===== src/rtl/dmac_pkg.sv =====
`timescale 1ns/1ps
package dmac_pkg;
  typedef enum logic [1:0] {
    SEQ_IDLE  = 2'd0,
    SEQ_ASK   = 2'd1,
    SEQ_YIELD = 2'd2
  } seq_state_e;

  localparam logic [1:0] SEL_ADDR  = 2'd0;
  localparam logic [1:0] SEL_COUNT = 2'd1;
  localparam logic [1:0] SEL_CTRL  = 2'd2;
  localparam logic [1:0] SEL_STAT  = 2'd3;

  localparam int CTL_GO    = 0;
  localparam int CTL_DIR   = 1;
  localparam int CTL_STEAL = 2;

  localparam int STS_DONE = 0;
  localparam int STS_BUSY = 1;
endpackage


===== src/rtl/dmac_cursor.sv =====
`timescale 1ns/1ps
// Address and remaining-count registers, loaded by the CPU and stepped per word.
module dmac_cursor #(
  parameter int ADDR_W = 16,
  parameter int CNT_W  = 16
) (
  input  logic              clk,
  input  logic              rst_n,
  input  logic              ld_addr,
  input  logic              ld_cnt,
  input  logic [ADDR_W-1:0] addr_in,
  input  logic [CNT_W-1:0]  cnt_in,
  input  logic              step,
  output logic [ADDR_W-1:0] addr,
  output logic [CNT_W-1:0]  cnt,
  output logic              last,
  output logic              empty
);
  logic [ADDR_W-1:0] addr_d;
  logic [CNT_W-1:0]  cnt_d;

  always_comb begin
    addr_d = addr;
    cnt_d  = cnt;
    if (ld_addr) begin
      addr_d = addr_in;
    end else if (step) begin
      addr_d = addr + ADDR_W'(1);
    end
    if (ld_cnt) begin
      cnt_d = cnt_in;
    end else if (step) begin
      cnt_d = cnt - CNT_W'(1);
    end
  end

  always_ff @(posedge clk or negedge rst_n) begin
    if (!rst_n) begin
      addr <= '0;
      cnt  <= '0;
    end else begin
      addr <= addr_d;
      cnt  <= cnt_d;
    end
  end

  assign last  = (cnt == CNT_W'(1));
  assign empty = (cnt == '0);
endmodule


===== src/rtl/dmac_seq.sv =====
`timescale 1ns/1ps
// Bus handshake and word sequencing for burst and cycle-steal modes.
module dmac_seq
  import dmac_pkg::*;
(
  input  logic clk,
  input  logic rst_n,
  input  logic start,
  input  logic steal,
  input  logic dir,
  input  logic empty,
  input  logic last,
  input  logic bus_grant,
  input  logic periph_req,
  output logic bus_req,
  output logic move,
  output logic finish,
  output logic busy,
  output logic mem_rd,
  output logic mem_wr,
  output logic io_rd,
  output logic io_wr
);
  seq_state_e st_q, st_d;

  assign move = (st_q == SEQ_ASK) && bus_grant && periph_req;

  always_comb begin
    st_d   = st_q;
    finish = 1'b0;
    unique case (st_q)
      SEQ_IDLE: begin
        if (start) begin
          if (empty) finish = 1'b1;
          else       st_d   = SEQ_ASK;
        end
      end
      SEQ_ASK: begin
        if (move) begin
          if (last) begin
            st_d   = SEQ_YIELD;
            finish = 1'b1;
          end else if (steal) begin
            st_d = SEQ_YIELD;
          end
        end
      end
      SEQ_YIELD: begin
        if (!bus_grant) st_d = empty ? SEQ_IDLE : SEQ_ASK;
      end
      default: st_d = SEQ_IDLE;
    endcase
  end

  always_ff @(posedge clk or negedge rst_n) begin
    if (!rst_n) st_q <= SEQ_IDLE;
    else        st_q <= st_d;
  end

  assign bus_req = (st_q == SEQ_ASK);
  assign busy    = (st_q != SEQ_IDLE);
  assign io_rd   = move && !dir;
  assign mem_wr  = move && !dir;
  assign mem_rd  = move && dir;
  assign io_wr   = move && dir;
endmodule


===== src/rtl/dmac_top.sv =====
`timescale 1ns/1ps
module dmac_top
  import dmac_pkg::*;
#(
  parameter int ADDR_W = 16,
  parameter int CNT_W  = 16,
  parameter int REG_W  = 16
) (
  input  logic              clk,
  input  logic              rst_n,
  input  logic [1:0]        reg_sel,
  input  logic              reg_wr,
  input  logic              reg_rd,
  input  logic [REG_W-1:0]  reg_wdata,
  output logic [REG_W-1:0]  reg_rdata,
  output logic              bus_req,
  input  logic              bus_grant,
  output logic [ADDR_W-1:0] mem_addr,
  output logic              mem_rd,
  output logic              mem_wr,
  output logic              io_rd,
  output logic              io_wr,
  input  logic              periph_req,
  output logic              periph_ack,
  output logic              irq
);
  // Reset: asserted asynchronously, released on a clock edge.
  logic [1:0] rst_sync_q;
  logic       rst_int_n;
  always_ff @(posedge clk or negedge rst_n) begin
    if (!rst_n) rst_sync_q <= '0;
    else        rst_sync_q <= {rst_sync_q[0], 1'b1};
  end
  assign rst_int_n = rst_sync_q[1];

  logic              busy, move, finish;
  logic              ld_addr, ld_cnt, ctl_wr, start, sts_clr, cpu_ok, wr_ok;
  logic [ADDR_W-1:0] addr;
  logic [CNT_W-1:0]  cnt;
  logic              last, empty;
  logic              dir_q, dir_d, steal_q, steal_d, done_q, done_d;

  // The CPU owns the register port only while it holds the bus.
  assign cpu_ok  = !bus_grant;
  assign wr_ok   = reg_wr && cpu_ok && !busy;
  assign ld_addr = wr_ok && (reg_sel == SEL_ADDR);
  assign ld_cnt  = wr_ok && (reg_sel == SEL_COUNT);
  assign ctl_wr  = wr_ok && (reg_sel == SEL_CTRL);
  assign start   = ctl_wr && reg_wdata[CTL_GO];
  assign sts_clr = (reg_rd && cpu_ok && (reg_sel == SEL_STAT)) ||
                   (wr_ok && (reg_sel == SEL_STAT) && reg_wdata[STS_DONE]);

  always_comb begin
    dir_d   = dir_q;
    steal_d = steal_q;
    if (ctl_wr) begin
      dir_d   = reg_wdata[CTL_DIR];
      steal_d = reg_wdata[CTL_STEAL];
    end
    done_d = done_q;
    if (finish)       done_d = 1'b1;
    else if (sts_clr) done_d = 1'b0;
  end

  always_ff @(posedge clk or negedge rst_int_n) begin
    if (!rst_int_n) begin
      dir_q   <= 1'b0;
      steal_q <= 1'b0;
      done_q  <= 1'b0;
    end else begin
      dir_q   <= dir_d;
      steal_q <= steal_d;
      done_q  <= done_d;
    end
  end

  dmac_cursor #(.ADDR_W(ADDR_W), .CNT_W(CNT_W)) u_cursor (
    .clk     (clk),
    .rst_n   (rst_int_n),
    .ld_addr (ld_addr),
    .ld_cnt  (ld_cnt),
    .addr_in (reg_wdata[ADDR_W-1:0]),
    .cnt_in  (reg_wdata[CNT_W-1:0]),
    .step    (move),
    .addr    (addr),
    .cnt     (cnt),
    .last    (last),
    .empty   (empty)
  );

  dmac_seq u_seq (
    .clk        (clk),
    .rst_n      (rst_int_n),
    .start      (start),
    .steal      (steal_q),
    .dir        (dir_q),
    .empty      (empty),
    .last       (last),
    .bus_grant  (bus_grant),
    .periph_req (periph_req),
    .bus_req    (bus_req),
    .move       (move),
    .finish     (finish),
    .busy       (busy),
    .mem_rd     (mem_rd),
    .mem_wr     (mem_wr),
    .io_rd      (io_rd),
    .io_wr      (io_wr)
  );

  // Widen address and count to the register port.
  logic [REG_W-1:0] addr_ext, cnt_ext;
  generate
    if (REG_W > ADDR_W) begin : g_addr_pad
      assign addr_ext = {{(REG_W-ADDR_W){1'b0}}, addr};
    end else begin : g_addr_fit
      assign addr_ext = addr;
    end
    if (REG_W > CNT_W) begin : g_cnt_pad
      assign cnt_ext = {{(REG_W-CNT_W){1'b0}}, cnt};
    end else begin : g_cnt_fit
      assign cnt_ext = cnt;
    end
  endgenerate

  logic [REG_W-1:0] rd_mux;
  always_comb begin
    rd_mux = '0;
    unique case (reg_sel)
      SEL_ADDR:  rd_mux = addr_ext;
      SEL_COUNT: rd_mux = cnt_ext;
      SEL_CTRL: begin
        rd_mux[CTL_GO]    = busy;
        rd_mux[CTL_DIR]   = dir_q;
        rd_mux[CTL_STEAL] = steal_q;
      end
      SEL_STAT: begin
        rd_mux[STS_DONE] = done_q;
        rd_mux[STS_BUSY] = busy;
      end
      default: rd_mux = '0;
    endcase
    reg_rdata = (reg_rd && cpu_ok) ? rd_mux : '0;
  end

  assign mem_addr   = move ? addr : '0;
  assign periph_ack = move;
  assign irq        = done_q;
endmodule


===== config.mk =====
export PLATFORM = sky130hd
export DESIGN_NAME = dmac_top
export DESIGN_NICKNAME = d
export VERILOG_FILES = /design/src/rtl/dmac_pkg.sv /design/src/rtl/dmac_cursor.sv /design/src/rtl/dmac_seq.sv /design/src/rtl/dmac_top.sv
export SDC_FILE = /design/constraint.sdc
export NUM_CORES = 1
export LEC_CHECK = 0
export BUFFER_PORTS_ARGS = -buffer_cell sky130_fd_sc_hd__buf_2
export CAP_MARGIN = 10
export CORE_MARGIN = 1
export CORE_UTILIZATION = 49
export CTS_BUF_LIST = sky130_fd_sc_hd__clkbuf_8 sky130_fd_sc_hd__clkbuf_16
export DETAILED_ROUTE_END_ITERATION = 10
export HOLD_SLACK_MARGIN = 0.02
export PLACE_DENSITY = 0.8
export SETUP_SLACK_MARGIN = 0.4
export SLEW_MARGIN = 15
export SYNTH_ARGS = -nofsm -noshare
export SYNTH_HDL_FRONTEND = slang
export SYNTH_SLANG_ARGS = --single-unit

===== constraint.sdc =====
create_clock -name clk -period 1.7 [get_ports clk]
set_input_delay 0.255 -clock clk [delete_from_list [all_inputs] [get_ports clk]]
set_output_delay 0.255 -clock clk [all_outputs]
set_load 0.02 [all_outputs]

==> results of run 1 <==
kinds of logic after synthesis:
group | share of synthesized area (%)
fa+ha+maj | 1.40
buf+inv | 4.52
compound gates | 15.2
xor+xnor | 2.28
simple gates | 33.2
flops | 36.4
other cells | 0.140
mux | 6.81
synth_stat cells (all sizes together) (3+ instances only):
master / instances
a211oi: 3
a21oi: 7
a221o: 3
a22oi: 8
a31oi: 6
and2: 20
and3: 4
and4: 3
buf: 9
clkbuf: 10
dfrtp: 39
ha: 3
inv: 5
mux2i: 16
nand2: 39
nand3: 21
nand4: 8
nor2: 28
nor2b: 6
nor3: 3
nor4: 6
o211ai: 9
o21ai: 16
o311ai: 4
or3: 7
or3b: 3
or4: 4
xnor2: 3
xor2: 4
through the flow:
step                      hold slack (ns)  instances
after floorplan                   -0.0406        317
after detailed placement           0.0426        490
after CTS                           0.165        546
after global placement             0.0408        490
what timing repair did:
item,4_1_cts
buffers inserted,41
cloned,6
hold buffers,1
setup endpoints to repair,75
pin swaps,39
resized for setup,189
hold endpoints to repair,2
==> results.md, run 1 <==
* CTS Buffer Depth at 2
* CTS buffer count at 5
* Gate Count Post-Synth at 317
* Synth Warn # at 0
* Register bit total from synthesis at 39
* Post-Place Cell Area at roughly 3700 sq um
* Clock root buffer: clkbuf_8
* Placement Setup Slack at -0.179 ns
* IO Pins at 63
* Worst_ep grt: u_cursor.cnt[0]$_DFFE_PN0P_/D
* WEP type: sequential cell input
* Starting Density at 51.6%
* Fail Step: 5_1_grt
* Area share of the largest cell type after synthesis at around 36%
* Synth top area cells: dfrtp_1 36%, mux2i_1 6.0%, nand2_1 5.5%
* Net Count, Synth at 344
* Stop Error: [ERROR DPL-0038] Utilization greater than 100%, impossible to legalize
* Sequential fraction of the synthesis area at between 30% and 40%
* Yosys cell types at ~50
* Die H at about 76 microns
* Largest net degree at the start of global routing at 31
* Post-synth EDFFs at 0
* Clk sinks at 39
* I/O Buffers at 62
* Num rows at 26
* CTS H-tree depth at 2
* Chip width at 76.0 microns
* Post-Synthesis Mean Instance Area at about 8.5 sq um
* Status: aborted with a tool error
* Most used flip-flop cell after synthesis: dfrtp_1
* Mapped cell area at 2680 sq um
* Post-DP HPWL at 6370 microns
* Async S/R FF share, synth at 100%
* Final GP Congestion at 0.877
* Area leader, netlist: dfrtp_1
==> run 2, diff against run 1 <==
Settings changed: CORE_UTILIZATION 49 to 40, CTS_BUF_LIST sky130_fd_sc_hd__clkbuf_8 sky130_fd_sc_hd__clkbuf_16 to unset, HOLD_SLACK_MARGIN 0.02 to unset, PLACE_DENSITY 0.8 to unset, PLACE_DENSITY_LB_ADDON set to 0.15, SETUP_SLACK_MARGIN 0.4 to unset.
Clock period 1.7 ns to 2.21 ns, I/O delays scaled along.
==> run 2 against run 1 <==
Against the previous run: synthesized cell count unchanged; the flow now finishes, with violations (design-rule violations); synthesized area unchanged.
==> results.md, run 2 <==
* Post-Layout Inst Area at ~3200 sq um
* Design Power at 3.26 mW
* Final core utilization at 50.3%
* Synth top area cells: dfrtp_1 36%, mux2i_1 6.0%, nand2_1 5.5% (unchanged)
* Failing checks: design-rule violations
* Largest net degree at the start of global routing at 38
* Setup TNS at 0 ns
* Min cycle time layout at 2.09 ns
* Gate Count Post-Synth at 317 (unchanged)
* CTS Buffer Depth at 2 (unchanged)
* Clock latency on the worst-skew pair at 0.30 ns
* Clock root buffer: clkbuf_8 (unchanged)
* Final GP Congestion at 0.825 (was 0.877)
* Crit Path Max Fanout at 5
* Total Routed Length at 7900 microns
* Worst Clk Skew at 0.00801 ns
* Pwr/cell area at 1010 nW/um^2
* FMAX at ~480 MHz
* All-Layer GR Usage at 23.5%
* Synth Warn # at 0 (unchanged)
* Clock-pin slew on the worst setup and hold paths at 0.09 ns
* Xor and xnor fraction of the mapped netlist area at 2.28% (unchanged)
* Most used flip-flop cell after synthesis: dfrtp_1 (unchanged)
* Post-route ant nets at 0
* Antenna violations before repair at 0
* Clk sinks at 39 (unchanged)
* IO Pins at 63 (unchanged)
* Post-DP HPWL at 5790 microns (was 6370 microns)
* Final setup viols at 0
* Crit path launch type: flip-flop
* Yosys cell types at 51 (unchanged)
* Post-Synthesis Mean Instance Area at 8.47 sq um (unchanged)
* Num rows at 29 (was 26)
* Largest family of logic cells by synthesized area: simple AND/OR/NAND/NOR gates (unchanged)
* Chip width at 83.9 microns (was 76.0 microns)
* GRT overflow at 0
* Post-Synth Adder-Cell Area at 1.40% (unchanged)
* Net Count, Synth at 344 (unchanged)
* Post-CTS Setup Bufs at 0 (was 41)
* Register bit total from synthesis at 39 (unchanged)
* DRC Markers at 12
* Synth Area in Compound Gates at 15.2% (unchanged)
* Nets at 411
* Simple-gate area share of the yosys netlist at 33.2% (unchanged)
* Most frequent cells in the layout: 62 x buf_2, 39 x nand2_1, 39 x dfrtp_1
* Routed len/inst at 17.1 microns
* CP Data Required Time at 2.43 ns
* Number of global-route vias before repair at 2599
* CP arrival at 2.32 ns
* Core area at 6420 sq um
* DR vias at 2669
* CTS H-tree depth at 2 (unchanged)
* CTS buffer count at 5 (unchanged)
* Commonest non-fill, non-tap cell in the layout: buf_2
* First-pass GRT wire length at 12900 microns
* Area leader, netlist: dfrtp_1 (unchanged)
* Starting Density at 41.8% (was 51.6%)
* First-pass DRT Iterations at 8
* Synth cell count leaders: 39 x dfrtp_1, 39 x nand2_1, 28 x nor2_1, 21 x nand3_1, 20 x and2_1 (unchanged)
* Die H at 83.9 microns (was 76.0 microns)
* ANT cells at 0
* Area share of the largest cell type after synthesis at 36.4% (unchanged)
* Cells along the critical path: inv_1 -> ha_1 -> or3b_2 -> nor4_1 -> buf_4 -> a22oi_1 -> o21ai_0
* Mapped cell area at 2680 sq um (unchanged)
* Sequential fraction of the synthesis area at 36.4% (unchanged)
* CTS tree: built
* Mux cell area share after synthesis at 6.81% (unchanged)
* Endpoints failing hold at 0
* Async S/R FF share, synth at 100% (unchanged)
* Max Slew Vio Count at 0
* Crit-path slowest cell: or3b_2
* Tcrit/Tclk final at 94.7%
* Total Die Area at around 7000 sq um
* Share of cells above drive strength 1 at between 20% and 30%
* Iter 0 DRT Violations at between 150 and 200
* Worst slew margin at 49.8%
* Layout Area Growth over Synthesis at 20.5%
* Worst slew pin tran at 0.753 ns
* Setup crit end kind: flip-flop
* Post-Place Cell Area at 3120 sq um (was 3740 sq um)
* Max-cap viol count at 0
* I/O Buffers at 62 (unchanged)
* Leakage power at 1.51 nW
* Post-synth EDFFs at 0 (unchanged)
* Status: finished with violations (was aborted with a tool error)
* DR vias/cell at between 5 and 6
* Min-delay worst type: primary input to flip-flop
* RSZ-0062 raised after global routing: false
* Worst setup path class: flip-flop to flip-flop
* Biggest regs: u_cursor.addr: 16 flops, u_cursor.cnt: 16 flops
* Crit-path max cell delay at 0.54 ns
* Maximum vdd drop at about 0.45 mV
run 2: cell counts after synthesis:
No cell type changed its count.
run 2: metrics by stage:
step / hold WS, ns / worst slack, ns / instances
global route: 0.257 / 0.00389 / 462
floorplan: 0.0359 / 0.201 / 317
CTS: 0.244 / 0.122 / 462
detailed placement: 0.118 / 0.178 / 453
finish: 0.251 / 0.116 / 462
global placement: 0.118 / 0.289 / 453
run 2: area by class of cell:
type / instances / area (sq um)
clock inverter: 2 / 16.3
sequential: 39 / 976
multi-input combinational: 253 / 1590
fill: 652 / 3190
timing repair buffer: 79 / 453
clock buffer: 6 / 82.6
inverter: 6 / 22.5
tap: 77 / 96.3
run 2: path summary, 6_finish.rpt:
kind                                        startpoint                            to  cells after the start  slack [ns]
max in group asynchronous      rst_sync_q[1]$_DFF_PN0_  u_cursor.cnt[14]$_DFFE_PN0P_                      1        1.55
setup / recovery           u_cursor.cnt[1]$_DFFE_PN0P_  u_cursor.cnt[10]$_DFFE_PN0P_                      7        0.12
setup reg to reg           u_cursor.cnt[1]$_DFFE_PN0P_  u_cursor.cnt[10]$_DFFE_PN0P_                      7        0.12
min in group asynchronous      rst_sync_q[1]$_DFF_PN0_  u_cursor.addr[3]$_DFFE_PN0P_                      1        0.29
hold reg to reg                rst_sync_q[1]$_DFF_PN0_  u_cursor.addr[3]$_DFFE_PN0P_                      1        0.29
hold / removal                            reg_wdata[5]  u_cursor.addr[5]$_DFFE_PN0P_                      3        0.25
run 2: layer usage:
metal  routed length [microns]  global-route usage (%)  vias up
met5                         0                       0        -
li1                          -                       -     1294
met4                        58                    5.17        0
met3                       294                    3.46        6
met2                      3840                    40.2       71
met1                      3710                    31.3     1298
run 2: cell families after synthesis:
group                    after synthesis
AO/OA/AOI/OAI                         61
flip-flops                            39
multiplexers                          18
other                                  1
XOR/XNOR                               7
buffers and inverters                 25
adder cells (fa/ha/maj)                3
AND/OR/NAND/NOR                      163
run 2: what timing repair did:
action / in CTS / in global routing
hold endpoints to repair: 2 / 0
hold buffers: 1 / 0
resized for setup: 0 / 0
run 2: power by group:
| group | switching, mW | internal, mW | total (mW) |
|---|---|---|---|
| logic | 0.684 | 0.568 | 1.25 |
| registers | 0.465 | 1.01 | 1.47 |
| clock network | 0.280 | 0.255 | 0.535 |
run 2: worst max-delay path, delay by kind of cell, from the launching register on:
kind / cells / cell delay [ns]
buf+inv: 2 / 0.31
fa+ha+maj: 1 / 0.22
compound gates: 2 / 0.15
flops: 1 / 0.44
simple gates: 2 / 0.90
Note: power is estimated with default switching activity, not from simulation.
